==> src/rtl/gpio_ana_pkg.sv <==
package gpio_ana_pkg;
   localparam int unsigned ADDR_W   = 2;
   localparam logic [ADDR_W-1:0] ADR_DATA = 2'd0;
   localparam logic [ADDR_W-1:0] ADR_DIR  = 2'd1;
endpackage

==> src/rtl/gpio_sync.sv <==
module gpio_sync #(
   parameter int unsigned W      = 8,
   parameter int unsigned STAGES = 2
) (
   input  logic         clk,
   input  logic         rst_n,
   input  logic [W-1:0] d,
   output logic [W-1:0] q
);
   logic [W-1:0] stg [STAGES];

   for (genvar s = 0; s < STAGES; s++) begin : g_stage
      always_ff @(posedge clk or negedge rst_n) begin
         if (!rst_n) stg[s] <= '0;
         else if (s == 0) stg[s] <= d;
         else stg[s] <= stg[(s == 0) ? 0 : s-1];
      end
   end

   assign q = stg[STAGES-1];
endmodule

==> src/rtl/gpio_reg_word.sv <==
module gpio_reg_word #(
   parameter int unsigned W    = 16,
   parameter logic [W-1:0] MASK = '1
) (
   input  logic         clk,
   input  logic         rst_n,
   input  logic         we,
   input  logic [W-1:0] wdata,
   output logic [W-1:0] q
);
   always_ff @(posedge clk or negedge rst_n) begin
      if (!rst_n)  q <= '0;
      else if (we) q <= wdata & MASK;
   end
endmodule

==> src/rtl/gpio_pin_mux.sv <==
module gpio_pin_mux #(
   parameter int unsigned A_W       = 8,
   parameter int unsigned MUX_BIT0  = 0,
   parameter int unsigned TRIG1_BIT = 3,
   parameter int unsigned TRIG2_BIT = 4
) (
   input  logic [A_W-1:0] dir,
   input  logic [A_W-1:0] lat,
   input  logic [A_W-1:0] pin_s,
   input  logic           xmux_en,
   input  logic [1:0]     xaddr,
   input  logic           trig1_en,
   input  logic           trig2_en,
   output logic [A_W-1:0] oe,
   output logic [A_W-1:0] dout,
   output logic [A_W-1:0] rd
);
   for (genvar i = 0; i < A_W; i++) begin : g_pin
      logic plain_rd;
      assign plain_rd = dir[i] ? lat[i] : pin_s[i];
      if (i == MUX_BIT0 || i == MUX_BIT0 + 1) begin : g_mux
         localparam int unsigned K = i - MUX_BIT0;
         assign oe[i]   = xmux_en | dir[i];
         assign dout[i] = xmux_en ? xaddr[K] : lat[i];
         assign rd[i]   = xmux_en ? xaddr[K] : plain_rd;
      end else if (i == TRIG1_BIT || i == TRIG2_BIT) begin : g_trig
         logic grab;
         assign grab    = (i == TRIG1_BIT) ? trig1_en : trig2_en;
         assign oe[i]   = dir[i] & ~grab;
         assign dout[i] = lat[i];
         assign rd[i]   = grab ? pin_s[i] : plain_rd;
      end else begin : g_plain
         assign oe[i]   = dir[i];
         assign dout[i] = lat[i];
         assign rd[i]   = plain_rd;
      end
   end
endmodule

==> src/rtl/gpio_ana_port.sv <==
module gpio_ana_port
   import gpio_ana_pkg::*;
#(
   parameter int unsigned A_W         = 8,
   parameter int unsigned B_W         = 8,
   parameter int unsigned MUX_BIT0    = 0,
   parameter int unsigned TRIG1_BIT   = 3,
   parameter int unsigned TRIG2_BIT   = 4,
   parameter int unsigned SYNC_STAGES = 2,
   localparam int unsigned BUS_W      = A_W + B_W
) (
   input  logic              clk,
   input  logic              rst_n,
   input  logic [ADDR_W-1:0] bus_addr,
   input  logic              bus_wen,
   input  logic [BUS_W-1:0]  bus_wdata,
   output logic [BUS_W-1:0]  bus_rdata,
   input  logic              xmux_en,
   input  logic [1:0]        xaddr,
   input  logic              trig1_en,
   input  logic              trig2_en,
   input  logic [A_W-1:0]    pa_in,
   output logic [A_W-1:0]    pa_oe,
   output logic [A_W-1:0]    pa_out,
   input  logic [B_W-1:0]    pb_in
);
   localparam logic [BUS_W-1:0] A_MASK = {{A_W{1'b1}}, {B_W{1'b0}}};

   if (SYNC_STAGES < 2) begin : g_bad_sync
      $error("SYNC_STAGES must be at least 2");
   end
   if (MUX_BIT0 + 1 >= A_W || TRIG1_BIT >= A_W || TRIG2_BIT >= A_W) begin : g_bad_pos
      $error("override pin positions must lie inside port A");
   end
   if (TRIG1_BIT == TRIG2_BIT || TRIG1_BIT == MUX_BIT0 || TRIG1_BIT == MUX_BIT0 + 1
       || TRIG2_BIT == MUX_BIT0 || TRIG2_BIT == MUX_BIT0 + 1) begin : g_bad_overlap
      $error("override pin positions must be distinct");
   end

   logic [BUS_W-1:0] dir_q, lat_q;
   logic [A_W-1:0]   pa_s, pa_rd;
   logic [B_W-1:0]   pb_s;
   logic [BUS_W-1:0] data_word;

   gpio_reg_word #(.W(BUS_W), .MASK(A_MASK)) u_dir (
      .clk(clk), .rst_n(rst_n),
      .we(bus_wen && bus_addr == ADR_DIR),
      .wdata(bus_wdata), .q(dir_q)
   );

   gpio_reg_word #(.W(BUS_W), .MASK(A_MASK)) u_lat (
      .clk(clk), .rst_n(rst_n),
      .we(bus_wen && bus_addr == ADR_DATA),
      .wdata(bus_wdata), .q(lat_q)
   );

   gpio_sync #(.W(A_W), .STAGES(SYNC_STAGES)) u_sync_a (
      .clk(clk), .rst_n(rst_n), .d(pa_in), .q(pa_s)
   );

   gpio_sync #(.W(B_W), .STAGES(SYNC_STAGES)) u_sync_b (
      .clk(clk), .rst_n(rst_n), .d(pb_in), .q(pb_s)
   );

   gpio_pin_mux #(
      .A_W(A_W), .MUX_BIT0(MUX_BIT0), .TRIG1_BIT(TRIG1_BIT), .TRIG2_BIT(TRIG2_BIT)
   ) u_mux (
      .dir(dir_q[BUS_W-1 -: A_W]), .lat(lat_q[BUS_W-1 -: A_W]), .pin_s(pa_s),
      .xmux_en(xmux_en), .xaddr(xaddr), .trig1_en(trig1_en), .trig2_en(trig2_en),
      .oe(pa_oe), .dout(pa_out), .rd(pa_rd)
   );

   // Low latch bits are held at zero by the mask, so merging them is neutral.
   assign data_word = {pa_rd, pb_s} | (lat_q & ~A_MASK);

   always_comb begin
      unique case (bus_addr)
         ADR_DATA: bus_rdata = data_word;
         ADR_DIR:  bus_rdata = dir_q;
         default:  bus_rdata = '0;
      endcase
   end
endmodule

==> config.mk <==
export PLATFORM = sky130hd
export DESIGN_NAME = gpio_ana_port
export DESIGN_NICKNAME = d
export VERILOG_FILES = /design/src/rtl/gpio_ana_pkg.sv /design/src/rtl/gpio_sync.sv /design/src/rtl/gpio_reg_word.sv /design/src/rtl/gpio_pin_mux.sv /design/src/rtl/gpio_ana_port.sv
export SDC_FILE = /design/constraint.sdc
export NUM_CORES = 1
export LEC_CHECK = 0
export BUFFER_PORTS_ARGS = -buffer_cell sky130_fd_sc_hd__buf_2
export CAP_MARGIN = 20
export CORE_MARGIN = 3
export CORE_UTILIZATION = 40
export DETAILED_ROUTE_END_ITERATION = 7
export PLACE_DENSITY_LB_ADDON = 0.25
export SYNTH_ARGS = -nofsm -noshare
export SYNTH_HDL_FRONTEND = slang
export SYNTH_HIERARCHICAL = 1
export SYNTH_SLANG_ARGS = --single-unit
==> constraint.sdc <==
create_clock -name clk -period 2.4 [get_ports clk]
set_clock_uncertainty 0.05 [all_clocks]
set_input_delay 0.36 -clock clk [delete_from_list [all_inputs] [get_ports clk]]
set_output_delay 0.36 -clock clk [all_outputs]
set_load 0.01 [all_outputs]
; After elaboration in Yosys (flattened, before gate mapping)
; Index checks and enable logic that the tools add are counted.
[op_classes]
eq_ne = 1
muxes = 15
n_bitwise = 6
n_reduce_logical = 3
[op_table]
columns = op, count
row1 = case mux 16 bit (2 select lines), 1
row2 = two-way mux 1 bit, 14
row3 = bitwise AND 1 bit, 2
row4 = "== test 2 x 1 -> 1 bit, second input constant", 1
row5 = logical AND 1 bit, 2
row6 = logical NOT 2 bit, 1
row7 = NOT 1 bit, 2
row8 = bitwise OR 1 bit, 2
[word_totals]
register_bits = 48
in_bits = 42
output_inout_bits = 32
elab_cells = 31

; Longest topological paths before layout
; Gate-level depths: netlist (run 1).
[logic_depth]
ltp_word = 3
ltp_mapped = 5
ltp_nobuf = 4

; Cells and area by module
; The synthesis (run 1) kept the hierarchy.
[by_module_without_submodules]
columns = module, instances, cells_per_inst, area_per_inst_um2, seq_area_each_um2
row1 = gpio_sync, 2, 24, 460.4, 400.4
row2 = gpio_reg_word, 2, 26, 395.4, 200.2
row3 = gpio_ana_port, 1, 47, 430.4, 0.0
row4 = gpio_pin_mux, 1, 34, 275.3, 0.0

; Worst setup path after synthesis (run 1)
; Ideal clock, no wire load.
[synth_timing]
path_kind = input-to-reg
startpoint = input bus_addr[0]
endpoint = register u_lat.q[10]
setup_time_ns = 0.125
arrival_ns = 1.298
t_required_ns = 2.225
setup_slack_ns = 0.927
cell_stages = 5
path_buffers = 3
path_cell_list = buf_6 buf_12 nor3b_1 buf_6 mux2_4
[synth_between]
elab_chain_cells = 2
[synth_lines]
columns = element, line
row1 = "start, declared", gpio_ana_port.sv:14  ; input logic [ADDR_W-1:0] bus_addr,
row2 = logical NOT 2 bit, gpio_ana_port.sv:53  ; .we(bus_wen && bus_addr == ADR_DATA),
row3 = logical AND 1 bit, gpio_ana_port.sv:53
row4 = "end signal, assigned", gpio_reg_word.sv:13  ; else if (we) q <= wdata & MASK;
row5 = "end, declared", gpio_reg_word.sv:9  ; output logic [W-1:0] q
; Every way passes these cells.
; A chain may end at the register's enable or synchronous reset.

; Worst setup path after layout (run 1)
[layout_timing]
startpoint = register u_dir.q[12]
endpoint = output bus_rdata[12]
[layout_between]
elab_chain_cells = 3
[layout_lines]
columns = element, line
row1 = "start, declared", gpio_reg_word.sv:9
row2 = "start signal, assigned", gpio_reg_word.sv:13
row3 = two-way mux 1 bit, gpio_pin_mux.sv:20  ; assign plain_rd = dir[i] ? lat[i] : pin_s[i];
row4 = two-way mux 1 bit, gpio_pin_mux.sv:31  ; assign rd[i] = grab ? pin_s[i] : plain_rd;
row5 = net pa_rd[4], gpio_ana_port.sv:41  ; logic [A_W-1:0] pa_s, pa_rd;
row6 = case mux 16 bit (2 select lines), gpio_ana_port.sv:77  ; unique case (bus_addr)
row7 = "end, declared", gpio_ana_port.sv:17  ; output logic [BUS_W-1:0] bus_rdata,
; The timed path passes the listed nets, and every way through them passes these cells.

==> metrics.cfg, run 1 <==
[cells_and_area]
nets=261
mostFrequentLayoutCells=buf_2, dfrtp_1, mux2_4
layout-drive-gt1-share_pct=55.3
final_core_util_pct=45.7
syn2layout_area_growth_pct=7.25
diodes=0
layout_commonest_cell=buf_2

[power]
leakage_uw=0.00129
switching_share_pct=25.0
clockPowerShare_pct=27.3
internal_power_uw=1350
sequentialPowerShare_pct=52.2
ir_drop_mv=0.327
p_switching_uw=450
p_comb_share_pct=20.5
p_per_area_nw_per_um2=696

[outcome]
outcome=finished, final reports clean

[synth]
synth-seq-cells=48
ys_warn_count=6
synth_cells=181
synth_cell_types=19
yosysTopAreaCellShare_pct=49.7
syn-cell-area_um2=2420
synth-seq-area-share_pct=49.7
yosysTopAreaCell=dfrtp_1
syn_area_per_cell_um2=13.4
yosys-top-cells-area=dfrtp_1, buf_4, mux2_4

[worst_hold_path]
hp-start=pa_in[2]
worstHoldPathType=in -> reg
hold_end=u_sync_a/stg[10]
holdPathStages=1

[floorplan]
initial_core_util_pct=42.6
die_w_um=83.7
dieArea_um2=7010
rows=27
ios=74
fp.dieH_um=83.7
coreArea_um2=5680

[global_routing]
grt_antenna_before_repair=0
grt_start_max_net_pins=31
grt_pass1_vias=1242
grt_util_all_layers_pct=11.2
overflow=0
grt_pass1_wl_um=6230

[clocking]
cts_hold_buf=1
cts_resized=0
cts_tree=built
clk_latency_ns=0.29
postCtsSetupBuffers=0
htree_num_levels=2
cts_sinks=48
clk_pin_slew_ns=0.08
cts_buffers=5
cts_root_buf=clkbuf_8
clock_path_buffers=2

[timing]
fin_crit_ns=1.88
relSlewSlack_pct=59.7
tightest_slew_ns=0.604
rsz0062_at_grt=no
final_hold_viol_count=0
min_period_over_period_pct=78.2
final-max-slew-violation-count=0
setup_viol=0
setup_tns_ns=0
fmax_ghz=0.533

[worst_setup_path]
cp.required_ns=1.99
worstSetupStartpointType=flop
r2r_setup_slack_ns=1.54
end_kind=primary output
r2r_start=u_dir/q[15]
reg2reg_to=u_dir/q[15]
worst_ep_arrival_time_ns=1.47
r2r_cells=1
worstSetupPathType=reg -> out
path_max_fanout=3

[routing]
drtIter0Drc=28
routedWlPerCell_um=12.5
firstDrtPassIters=4
vias=1224
drtAntennaViolNets=0
drc=0
wirelength_um=3640
viasPerCell=4.21

[flow_run]
drv_cap=0

[place]
gp_congestion=0.698
io_buffers=65
hpwl_um=2720

==> sequential cells by signal (all words and copies together) (netlist names) <==
signal	flops
u_dir/q	8
u_lat/q	8
u_sync_a/q	8
u_sync_a/stg	8
u_sync_b/q	8
u_sync_b/stg	8
==> critical path, cell delays in order (launching register included) <==
cell and delay (ns):
dfrtp_1 0.38, nor2b_4 0.18, mux2_4 0.30, mux2i_1 0.12, nor2_1 0.07, buf_2 0.14
==> layout make-up <==
class	count	area [um2]
inverters	2	7.51
well taps	72	90.1
fillers	543	3080
repair buffers	70	365
multi-input cells	92	832
clock buffers	7	96.3
flip-flops and latches	48	1200
==> how the worst max path moves through the flow <==
stage,startpoint,endpoint,cells after the start
2_1_floorplan,bus_addr[0],u_lat/q[10],5
6_report,u_dir/q[12],bus_rdata[12],5
3_5_place_dp,bus_addr[0],u_dir/q[15],3
4_1_cts,u_dir/q[12],bus_rdata[12],5
3_3_place_gp,bus_addr[0],bus_rdata[12],5
5_1_grt,u_dir/q[12],bus_rdata[12],5
==> power groups by stage <==
stage	clock, uW	combinational [uW]	sequential, uW
6_report	492	371	941
5_1_grt	555	408	955
4_1_cts	520	378	943
3_5_place_dp	0	376	959
3_3_place_gp	0	372	957
2_1_floorplan	0	354	942
==> kinds of logic after synthesis <==
group                  Yosys count  share of synthesized area [%]
other                            2                          0.311
AO/OA/AOI/OAI                    4                          0.828
flip-flops                      48                           49.7
multiplexers                    32                           17.2
AND/OR/NAND/NOR                 40                           13.7
buffers and inverters           55                           18.3
==> stage by stage <==
step | instances | power (uW) | hold WS, ns | area, um2 | setup slack (ns)
after floorplan | 195 | 1300 | 0.0144 | 2470 | 0.927
after CTS | 291 | 1840 | 0.107 | 2590 | 0.490
after global routing | 291 | 1920 | 0.0999 | 2590 | 0.429
after detailed placement | 283 | 1330 | 0.262 | 2490 | 0.514
after global placement | 283 | 1330 | 0.262 | 2490 | 0.527
final | 291 | 1800 | 0.120 | 2590 | 0.524
==> synthesized netlist by cell type (all sizes together) <==
master and instances:
nand2 2, or2 2, conb 2, and3b 1
nor3b 1, mux2i 10, nor2 8, inv 2
o21ai 4, nor3 16, dfrtp 48, nor2b 10
buf 53, mux2 22
==> routing by layer <==
metal / vias to the layer above / part of all wire [%] / GRT usage, %
met5: - / 0 / 0
met4: 0 / 2.0 / 4.68
met3: 6 / 6.5 / 3.85
met2: 43 / 48 / 17.4
met1: 571 / 43 / 14.1
li1: 604 / - / -
(Power assumes the default switching activity.)
==> run 2, diff against run 1 <==
==> constraint.sdc (replaced) <==
create_clock -name clk -period 1.95 [get_ports clk]
set_clock_uncertainty 0.05 [all_clocks]
set_input_delay 0.2925 -clock clk [delete_from_list [all_inputs] [get_ports clk]]
set_output_delay 0.2925 -clock clk [all_outputs]
set_load 0.01 [all_outputs]
==> run 2 against run 1 <==
Critical path depth stayed put; sequential share of layout area is 1.1 points lower; combinational power is 25% higher; power is 32% higher; final area is 2.5% higher; critical path type unchanged; largest cell class unchanged; largest power group unchanged.
==> metrics.cfg, run 2 (synthesis results as in run 1) <==
[outcome]
outcome=finished, final reports clean

[floorplan]
die_w_um=83.7
rows=27
ios=74
initial_core_util_pct=42.6
dieArea_um2=7010
fp.dieH_um=83.7
coreArea_um2=5680

[routing]
firstDrtPassIters=2
viasPerCell=4.24
drtIter0Drc=29
routedWlPerCell_um=12.2
drtAntennaViolNets=0
wirelength_um=3600
vias=1252
drc=0

[clocking]
clk_pin_slew_ns=0.09
cts_root_buf=clkbuf_8
cts_buffers=5
cts_sinks=48
cts_tree=built
clk_latency_ns=0.28
htree_num_levels=2
clock_path_buffers=2
cts_resized=0

[cells_and_area]
nets=264
diodes=0
layout-drive-gt1-share_pct=56.1
mostFrequentLayoutCells=buf_2, dfrtp_1, mux2_4
layout_commonest_cell=buf_2
num-fill-cells=542
finalNonFillerCells=295
syn2layout_area_growth_pct=9.94

[timing]
final_hold_viol_count=0
fmax_ghz=0.550
min_period_over_period_pct=93.2
setup_viol=0
setup_tns_ns=0
final-max-slew-violation-count=0
fin_crit_ns=1.82
holdWs_ns=0.0488

[worst_setup_path]
cp_top_family=multiplexers
cp.required_ns=1.61
path_max_fanout=3
path_cells=nor2b_4 -> mux2_4 -> mux2i_1 -> nor2_1 -> buf_2
slowest_stage=dfrtp_1
worstSetupPathType=reg -> out
worst_ep_arrival_time_ns=1.47
end_kind=primary output
worstSetupStartpointType=flop
critPathBufInv=1
max_stage_delay_ns=0.38

[power]
leakage_uw=0.00133
p_per_area_nw_per_um2=895
ir_drop_mv=0.372
power_uw=2380

[global_routing]
grt_start_max_net_pins=32
grt_antenna_before_repair=0
grt_pass1_vias=1227
grt_util_all_layers_pct=11.1
overflow=0
grt_pass1_wl_um=6120

[place]
gp_congestion=0.707
io_buffers=65
hpwl_um=2720
place_inst=285

[flow_run]
drv_cap=0

[worst_hold_path]
worstHoldPathType=in -> reg

==> run 2: cell count changes in the layout (fill, tap and decap cells not counted) <==
cell,previous run,this run
bufinv_16,0,1
buf_4,4,6
buf_12,0,1
==> run 2: area by class of cell <==
| cell class | instances | area (um2) | area share (%) |
|---|---|---|---|
| Clock buffer | 7 | 96.3 | 3.63 |
| Timing Repair Buffer | 73 | 400 | 15.1 |
| Sequential cell | 48 | 1200 | 45.2 |
| Tap cell | 72 | 90.1 | 3.39 |
| Multi-Input combinational cell | 92 | 832 | 31.3 |
| Clock inverter | 1 | 30.0 | 1.13 |
| Inverter | 2 | 7.51 | 0.282 |
==> run 2: metrics by stage <==
| stage | util, % | instance area (um2) | worst slack [ns] |
|---|---|---|---|
| 3_5_place_dp | 44.3 | 2510 | 0.427 |
| 6_report | 46.8 | 2660 | 0.133 |
| 5_1_grt | 46.8 | 2660 | -0.00342 |
| 3_3_place_gp | 44.3 | 2510 | 0.427 |
| 4_1_cts | 46.7 | 2650 | 0.0918 |
| 2_1_floorplan | - | 2470 | 0.545 |
==> run 2: power by group <==
group | total (uW) | switching [uW] | internal [uW]
combinational | 464 | 198 | 266
clock | 757 | 305 | 452
sequential | 1160 | 67.4 | 1090
total | 2380 | 570 | 1810
==> run 2: final timing paths <==
check | from | endpoint | slack (ns) | cells past startpoint
max in group asynchronous | rst_n | u_sync_a/stg[12] | 0.93 | 3
min | pa_in[3] | u_sync_a/stg[11] | 0.05 | 1
max | u_dir/q[12] | bus_rdata[12] | 0.13 | 5
max reg2reg | u_dir/q[10] | u_dir/q[10] | 1.09 | 1
min reg2reg | u_sync_b/stg[9] | u_sync_b/q[1] | 0.30 | 0
min in group asynchronous | rst_n | u_lat/q[14] | 0.43 | 2
==> run 2: timing repair <==
action | CTS | global route
hold buffers | 1 | 0
hold endpoints to repair | 17 | 0
setup endpoints to repair | 0 | 1
setup buffers | 0 | 1
==> run 2: layer usage <==
layer	wire length (um)	up-vias	track usage, %
met3	202	4	3.06
met5	0	-	0
met1	1540	598	13.8
li1	-	610	-
met2	1790	40	18.1
met4	63	0	4.97
